--- src/rtl/owire_pkg.sv ---
package owire_pkg;
  typedef enum logic [1:0] {
    ST_IDLE = 2'd0,
    ST_SLOT = 2'd1,
    ST_HOLD = 2'd2
  } slot_state_e;
endpackage

--- src/rtl/owire_fall_filter.sv ---
module owire_fall_filter #(
  parameter int FILT_N = 4
) (
  input  logic clk_i,
  input  logic rst_ni,
  input  logic en_i,
  input  logic bypass_i,
  input  logic line_i,
  output logic accept_o
);
  generate
    if (FILT_N > 1) begin : g_cnt
      localparam int CW = $clog2(FILT_N);
      localparam logic [CW-1:0] LAST = CW'(FILT_N - 1);
      logic [CW-1:0] low_cnt_q;

      always_ff @(posedge clk_i or negedge rst_ni) begin
        if (!rst_ni)                low_cnt_q <= '0;
        else if (!en_i || line_i)   low_cnt_q <= '0;
        else if (low_cnt_q != LAST) low_cnt_q <= low_cnt_q + 1'b1;
      end

      assign accept_o = en_i && !line_i && (bypass_i || (low_cnt_q == LAST));
    end else begin : g_direct
      logic unused_bypass;
      assign unused_bypass = bypass_i;
      assign accept_o = en_i && !line_i;
    end
  endgenerate
endmodule

--- src/rtl/owire_holdoff.sv ---
module owire_holdoff #(
  parameter int HOLD_N = 6
) (
  input  logic clk_i,
  input  logic rst_ni,
  input  logic start_i,
  output logic done_o
);
  localparam int HW = (HOLD_N > 1) ? $clog2(HOLD_N) : 1;
  localparam logic [HW-1:0] LAST = HW'(HOLD_N - 1);

  logic          active_q;
  logic [HW-1:0] cnt_q;

  always_ff @(posedge clk_i or negedge rst_ni) begin
    if (!rst_ni) begin
      active_q <= 1'b0;
      cnt_q    <= '0;
    end else if (start_i) begin
      active_q <= 1'b1;
      cnt_q    <= '0;
    end else if (active_q) begin
      if (cnt_q == LAST) active_q <= 1'b0;
      else               cnt_q    <= cnt_q + 1'b1;
    end
  end

  assign done_o = active_q && (cnt_q == LAST);
endmodule

--- src/rtl/owire_pull_timer.sv ---
module owire_pull_timer #(
  parameter int PW = 5
) (
  input  logic          clk_i,
  input  logic          rst_ni,
  input  logic          load_i,
  input  logic [PW-1:0] len_i,
  output logic          pull_o
);
  logic [PW-1:0] cnt_q;

  always_ff @(posedge clk_i or negedge rst_ni) begin
    if (!rst_ni) begin
      pull_o <= 1'b0;
      cnt_q  <= '0;
    end else if (load_i) begin
      pull_o <= 1'b1;
      cnt_q  <= len_i - 1'b1;
    end else if (pull_o) begin
      if (cnt_q == '0) pull_o <= 1'b0;
      else             cnt_q  <= cnt_q - 1'b1;
    end
  end
endmodule

--- src/rtl/owire_slot_front.sv ---
module owire_slot_front #(
  parameter int FILT_N   = 4,
  parameter int HOLD_N   = 6,
  parameter int PULL_STD = 20,
  parameter int PULL_OD  = 5
) (
  input  logic clk_i,
  input  logic rst_ni,
  input  logic line_i,
  input  logic overdrive_i,
  input  logic rd_en_i,
  input  logic rd_bit_i,
  output logic slot_start_o,
  output logic pull_low_o,
  output logic line_high_o
);
  import owire_pkg::*;

  localparam int PMAX = (PULL_STD > PULL_OD) ? PULL_STD : PULL_OD;
  localparam int PW   = $clog2(PMAX + 1);

  slot_state_e   state_q, state_d;
  logic          accept, rise, hold_done, pull_load;
  logic [PW-1:0] pull_len;

  owire_fall_filter #(.FILT_N(FILT_N)) u_filt (
    .clk_i    (clk_i),
    .rst_ni   (rst_ni),
    .en_i     (state_q == ST_IDLE),
    .bypass_i (overdrive_i),
    .line_i   (line_i),
    .accept_o (accept)
  );

  // qualified rise: end of an accepted slot only
  assign rise = (state_q == ST_SLOT) && line_i;

  owire_holdoff #(.HOLD_N(HOLD_N)) u_hold (
    .clk_i  (clk_i),
    .rst_ni (rst_ni),
    .start_i(rise),
    .done_o (hold_done)
  );

  assign pull_load = accept && rd_en_i && !rd_bit_i;
  assign pull_len  = overdrive_i ? PW'(PULL_OD) : PW'(PULL_STD);

  owire_pull_timer #(.PW(PW)) u_pull (
    .clk_i  (clk_i),
    .rst_ni (rst_ni),
    .load_i (pull_load),
    .len_i  (pull_len),
    .pull_o (pull_low_o)
  );

  always_comb begin
    state_d = state_q;
    unique case (state_q)
      ST_IDLE: if (accept)    state_d = ST_SLOT;
      ST_SLOT: if (rise)      state_d = ST_HOLD;
      ST_HOLD: if (hold_done) state_d = ST_IDLE;
      default:                state_d = ST_IDLE;
    endcase
  end

  always_ff @(posedge clk_i or negedge rst_ni) begin
    if (!rst_ni) begin
      state_q      <= ST_IDLE;
      slot_start_o <= 1'b0;
    end else begin
      state_q      <= state_d;
      slot_start_o <= accept;
    end
  end

  assign line_high_o = (state_q != ST_SLOT);
endmodule

--- config.mk ---
export PLATFORM = sky130hd
export DESIGN_NAME = owire_slot_front
export DESIGN_NICKNAME = d
export VERILOG_FILES = /design/src/rtl/owire_pkg.sv /design/src/rtl/owire_fall_filter.sv /design/src/rtl/owire_holdoff.sv /design/src/rtl/owire_pull_timer.sv /design/src/rtl/owire_slot_front.sv
export SDC_FILE = /design/constraint.sdc
export NUM_CORES = 1
export LEC_CHECK = 0
export ABC_AREA = 1
export BUFFER_PORTS_ARGS = -buffer_cell sky130_fd_sc_hd__buf_2
export CAP_MARGIN = 15
export CORE_MARGIN = 3
export CORE_UTILIZATION = 60
export CTS_BUF_LIST = sky130_fd_sc_hd__clkbuf_4 sky130_fd_sc_hd__clkbuf_8
export DETAILED_ROUTE_END_ITERATION = 10
export HOLD_SLACK_MARGIN = 0.06
export MAX_ROUTING_LAYER = met4
export PLACE_DENSITY_LB_ADDON = 0.3
export SLEW_MARGIN = 15
export SYNTH_ARGS = -nofsm -noshare
export SYNTH_HDL_FRONTEND = slang
export SYNTH_HIERARCHICAL = 1
export SYNTH_SLANG_ARGS = --single-unit
--- constraint.sdc ---
create_clock -name clk_i -period 5.2 [get_ports clk_i]
set_input_delay 0.52 -clock clk_i [delete_from_list [all_inputs] [get_ports clk_i]]
set_output_delay 0.52 -clock clk_i [all_outputs]
set_load 0.01 [all_outputs]
Word level (Yosys, flattened, before mapping)

Index checks and enable logic that the tools add are counted.

$add $sub $neg: 4
Mux-type cells: 19
Shifts and indexed selects: 0
Bitwise logic cells: 0
Eq/ne operators: 11
$lt $le $gt $ge: 0
Multiply operators: 0
Div/mod/pow operators: 0
Reduce and logical (&&, ||, !) cells: 19

Operator list:

| kind                                                   | count |
|---|---|
| two-way mux 5 bit                                      | 4 |
| inequality test 2 bit (second input constant)          | 6 |
| two-way mux 2 bit                                      | 5 |
| subtractor 5 x 1 -> 5 bit (second input constant)      | 2 |
| two-way mux 3 bit                                      | 3 |
| logical AND 1 bit                                      | 6 |
| two-way mux 1 bit                                      | 6 |
| case mux 2 bit (3 select lines)                        | 1 |
| nonzero test 2 bit                                     | 3 |
| zero test 5 bit                                        | 1 |
| == test 2 bit (second input constant)                  | 2 |
| AND reduction 2 bit                                    | 2 |
| adder 3 x 1 -> 3 bit (second input constant)           | 1 |
| == test 3 bit (second input constant)                  | 1 |
| zero test 1 bit                                        | 3 |
| AND reduction 3 bit                                    | 1 |
| adder 2 x 1 -> 2 bit (second input constant)           | 1 |
| == test 2 x 1 -> 1 bit (second input constant)         | 1 |
| zero test 2 bit                                        | 1 |
| logical OR 1 bit                                       | 2 |
| inequality test 2 x 1 -> 1 bit (second input constant) | 1 |

Memories kept: 0
Bits in read-only memories: 0
RAM bits: 0
Bits in registers: 15
Output and inout port bits: 3
Word-level logic and storage cells: 60
Latch bits: 0
Input bits: 6

Depth between registers and ports, before layout

Word-level depth: 7
Depth in mapped cells: 15
Mapped depth without buffers: 14

Hierarchy

Netlist, hierarchy kept.

By module, submodules not included:

| module            | times used | area an instance (µm²) | cells each | sequential area each (µm²) |
|---|---|---|---|---|
| owire_pull_timer  | 1          | 437.9                  | 60         | 150.1 |
| owire_holdoff     | 1          | 224.0                  | 29         | 100.1 |
| owire_slot_front  | 1          | 148.9                  | 21         | 75.1 |
| owire_fall_filter | 1          | 115.1                  | 16         | 50.0 |

Worst setup path before layout

No wires, ideal clock.

Path type: input to register
From: input port line_i
To: register u_pull.cnt_q[4]
Required time: 5.083 ns
Buffers on the path: 1
Setup slack: 3.352 ns
Arrival: 1.731 ns
Stages on the path: 14
Setup time: 0.117 ns
Path through: inv_1 -> nand2_1 -> nor2_1 -> nand2_1 -> nor2_1 -> buf_6 -> nand2_1 -> nand2_2 -> ha_1 -> nand3_1 -> nor2_1 -> nand2_1 -> nand3_2 -> nand2_1

Word-level cells in the longest chain between the ends: 7
Elaborated cells between the ends (all ways): 9
Classes of those cells: 1 x eq/ne; 1 x mux; 7 x reduce/logical

RTL lines:

| item                                                                                | line                    | RTL |
|---|---|---|
| start: declaration                                                                  | owire_slot_front.sv:9   | `input logic line_i,` |
| zero test 1 bit *                                                                   | owire_fall_filter.sv:23 | `assign accept_o = en_i && !line_i && (bypass_i \|\| (low_cnt_q == LAST));` |
| logical AND 1 bit * (2 in a row)                                                    | owire_fall_filter.sv:23 |  |
| net accept                                                                          | owire_slot_front.sv:23  | `logic accept, rise, hold_done, pull_load;` |
| logical AND 1 bit * (2 in a row)                                                    | owire_slot_front.sv:45  | `assign pull_load = accept && rd_en_i && !rd_bit_i;` |
| net pull_load                                                                       | owire_slot_front.sv:23  |  |
| inequality test 2 bit (no source line) / nonzero test 2 bit (equally long branches) | -                       |  |
| AND reduction 2 bit (no source line)                                                | -                       |  |
| end signal: assignment                                                              | owire_pull_timer.sv:18  | `cnt_q <= len_i - 1'b1;` |
| end signal: assignment                                                              | owire_pull_timer.sv:21  | `else cnt_q <= cnt_q - 1'b1;` |
| end: declaration                                                                    | owire_pull_timer.sv:10  | `logic [PW-1:0] cnt_q;` |

The timed path passes the listed nets; every way through them passes the cells marked *.
A chain may end at the register's enable or synchronous reset.

Worst setup path after layout

From: register u_filt.g_cnt.low_cnt_q[0]
To: register u_pull.cnt_q[4]

Word-level cells in the longest chain between the ends: 7
Elaborated cells between the ends (all ways): 9
Classes of those cells: 2 x eq/ne; 1 x mux; 6 x reduce/logical

RTL lines:

| item                                                                                | line                    | RTL |
|---|---|---|
| start: declaration                                                                  | owire_fall_filter.sv:15 | `logic [CW-1:0] low_cnt_q;` |
| start signal: assignment                                                            | owire_fall_filter.sv:20 | `else if (low_cnt_q != LAST) low_cnt_q <= low_cnt_q + 1'b1;` |
| == test 2 bit *                                                                     | owire_fall_filter.sv:23 |  |
| logical OR 1 bit *                                                                  | owire_fall_filter.sv:23 |  |
| logical AND 1 bit *                                                                 | owire_fall_filter.sv:23 |  |
| net accept                                                                          | owire_slot_front.sv:23  |  |
| logical AND 1 bit * (2 in a row)                                                    | owire_slot_front.sv:45  |  |
| net pull_load                                                                       | owire_slot_front.sv:23  |  |
| inequality test 2 bit (no source line) / nonzero test 2 bit (equally long branches) | -                       |  |
| AND reduction 2 bit (no source line)                                                | -                       |  |

Marked as above.

==> qor.txt <==
status: finished, final reports clean
endpoints failing setup: 0
setup bufs post-CTS: 0
IO buf count: 8
adder-cell share of the synthesized area: 5.41%
Slew Limit Headroom: 52.4%
Post-Synth Simple-Gate Area: 35.3%
Critical Path AT: 2.65 ns
post-synthesis compound-gate area fraction: 4.73%
clock root cell: clkbuf_4
Core Area: 1370 µm²
H-Tree Depth: 1
synth-to-layout area growth: 9.19%
Chip Width: 45.3 µm
share of layout cells above drive strength 1: 20.9%
worst-margin pin slew: 0.711 ns
xor and xnor fraction of the mapped netlist area: 0.946%
n_diodes: 0
synthesized cell area: 926 µm²
global route overflow: 0
post-route cell area: 1010 µm²
Final period util: 46.8%
PD cells: 543 nW/µm²
setup tns final: 0 ns
routability congestion estimate: 0.953
Sink Count: 15
Vias/cell: 4.99
Final Slew Violations: 0
Clock Skew: 0.00144 ns
crit path max fanout: 10
Setup crit end kind: flip-flop
Longest Clk Path Bufs: 2
Hold Crit Class: in2async
Startpoint Class: flip-flop
# IOs: 9
Worst VDD drop: 0.320 mV
Syn Inst Count: 126
commonest non-fill, non-tap cells in the layout: 39 x nand2_1, 23 x inv_1, 15 x dfrtp_1
largest family of logic cells by synthesized area: simple AND/OR/NAND/NOR gates
RSZ-0062 raised after global routing: no
DIE AREA: 2050 µm²
post_cts resized: 0
Max Cap Viol: 0
leading cell type in the layout, fill and taps excluded: nand2_1
Seq/Total Area, Yosys: 40.5%
Synth Warn #: 6
largest net degree at the start of global routing: 16
Post-Route WL: 1620 µm
Layout Nets: 150
DRC: 0
initial antenna violation count: 0
vias in the first global route: 697
1st-pass router iterations: 4
antenna-violating nets left: 0
Rows: 13
DP Area: 981 µm²
cts bufs inserted: 3
overall routing resource usage: 20.1%
DRT iter0 DRCs: 21
CP required: 5.42 ns
Max Freq: 411 MHz
first-pass GRT wire length: 2850 µm
Pleak: 0.578 nW
Die Ht: 45.3 µm
DR WL/cell: 10.5 µm
Worst-path clk slew: 0.09 ns
DR vias: 769
Hold-fix buffers, CTS: 0
Final min period: 2.43 ns
Distinct cells, synth: 21
mux cell area share after synthesis: 0%
clk_lat worst skew: 0.28 ns
kind of critical path: reg2reg
final hold vios: 0
flops & latches, synth: 15
initial core utilization: 67.8%
Synth Area per Inst: 7.35 µm²
CTS tree: built
Detail Placement HPWL: 1260 µm
==> state kept, by name, indices dropped and copies added (netlist names) <==
signal,flops
state_q,2
u_hold/active_q,1
u_hold/cnt_q,3
slot_start_o,1
u_pull/pull_o,1
u_pull/cnt_q,5
u_filt/g_cnt.low_cnt_q,2
==> final timing paths <==
check / slack (ns) / cells after the start / from / endpoint
max: 2.77 / 14 / u_filt/g_cnt.low_cnt_q[0] / u_pull/cnt_q[4]
min: 0.13 / 1 / rst_ni / u_hold/cnt_q[0]
max in group asynchronous: 4.82 / 1 / rst_ni / u_filt/g_cnt.low_cnt_q[0]
min reg2reg: 0.53 / 2 / u_pull/cnt_q[1] / u_pull/cnt_q[1]
min in group clk_i: 0.53 / 3 / line_i / state_q[1]
max reg2reg: 2.77 / 14 / u_filt/g_cnt.low_cnt_q[0] / u_pull/cnt_q[4]
==> cell type report <==
cell class	count	area, µm²
Clock buffer	4	30.0
Fill cell	112	355
Inverter	26	103
Multi-Input combinational cell	86	444
Sequential cell	15	375
Tap cell	15	18.8
Timing Repair Buffer	8	40.0
==> cells by family (layout without fill, tap and decap cells) <==
family	after synthesis	after routing
simple gates	71	71
buf+inv	27	38
flops	15	15
compound gates	6	6
fa+ha+maj	4	4
other cells	2	4
xor+xnor	1	1
==> worst max-delay path: stages, from the launching register on <==
cell	delay, ns
dfrtp_1	0.40
ha_1	0.24
nor2_1	0.06
nor2_1	0.17
nand2_1	0.07
nor2_1	0.54
inv_2	0.13
nand2_1	0.09
nand2_1	0.08
ha_1	0.23
nand3_1	0.10
nor2_1	0.05
nand2_1	0.07
nand3_2	0.07
nand2_1	0.07
==> stage by stage <==
stage                     hold slack [ns]  worst slack, ns  utilization (%)  total power [mW]  std cells
final                               0.131             2.77             74.0             0.549        154
after global routing                0.141             2.51             74.0             0.603        154
after CTS                           0.138             2.80             74.0             0.550        154
after detailed placement            0.442             2.70             71.8             0.478        150
after global placement              0.440             2.78             71.8             0.462        150
after floorplan                     0.224             3.35                -             0.419        128
==> synthesized netlist by cell type <==
library cell | instances | area share, %
nand2_1 | 39 | 16
inv_1 | 23 | 9.3
dfrtp_1 | 15 | 41
nor2_1 | 10 | 4.1
nand3_1 | 8 | 4.3
nand2_2 | 5 | 3.4
ha_1 | 4 | 5.4
nand4_1 | 3 | 2.0
o21ai_2 | 3 | 2.8
conb_1 | 2 | 0.81
inv_2 | 2 | 0.81
nand3_2 | 2 | 2.2
nor2_2 | 2 | 1.4
a21oi_1 | 1 | 0.54
buf_6 | 1 | 1.2
inv_6 | 1 | 0.95
nand2_4 | 1 | 1.2
o21ai_0 | 1 | 0.54
o21bai_1 | 1 | 0.81
or2_4 | 1 | 0.95
xnor2_1 | 1 | 0.95
==> report_power, final <==
group	switching [mW]	internal, mW	total [mW]	leakage, nW
registers	0.0442	0.167	0.211	0.191
logic	0.161	0.106	0.267	0.369
clock network	0.0353	0.0349	0.0702	0.0184
total	0.241	0.308	0.549	0.578
==> routing by layer <==
layer	global-route usage (%)	vias up	wire (µm)
li1	-	401	-
met1	26.8	352	816
met2	29.9	12	727
met3	3.59	4	51
met4	8.77	0	21
met5	-	-	0
Note: power is estimated with default switching activity, not from simulation.
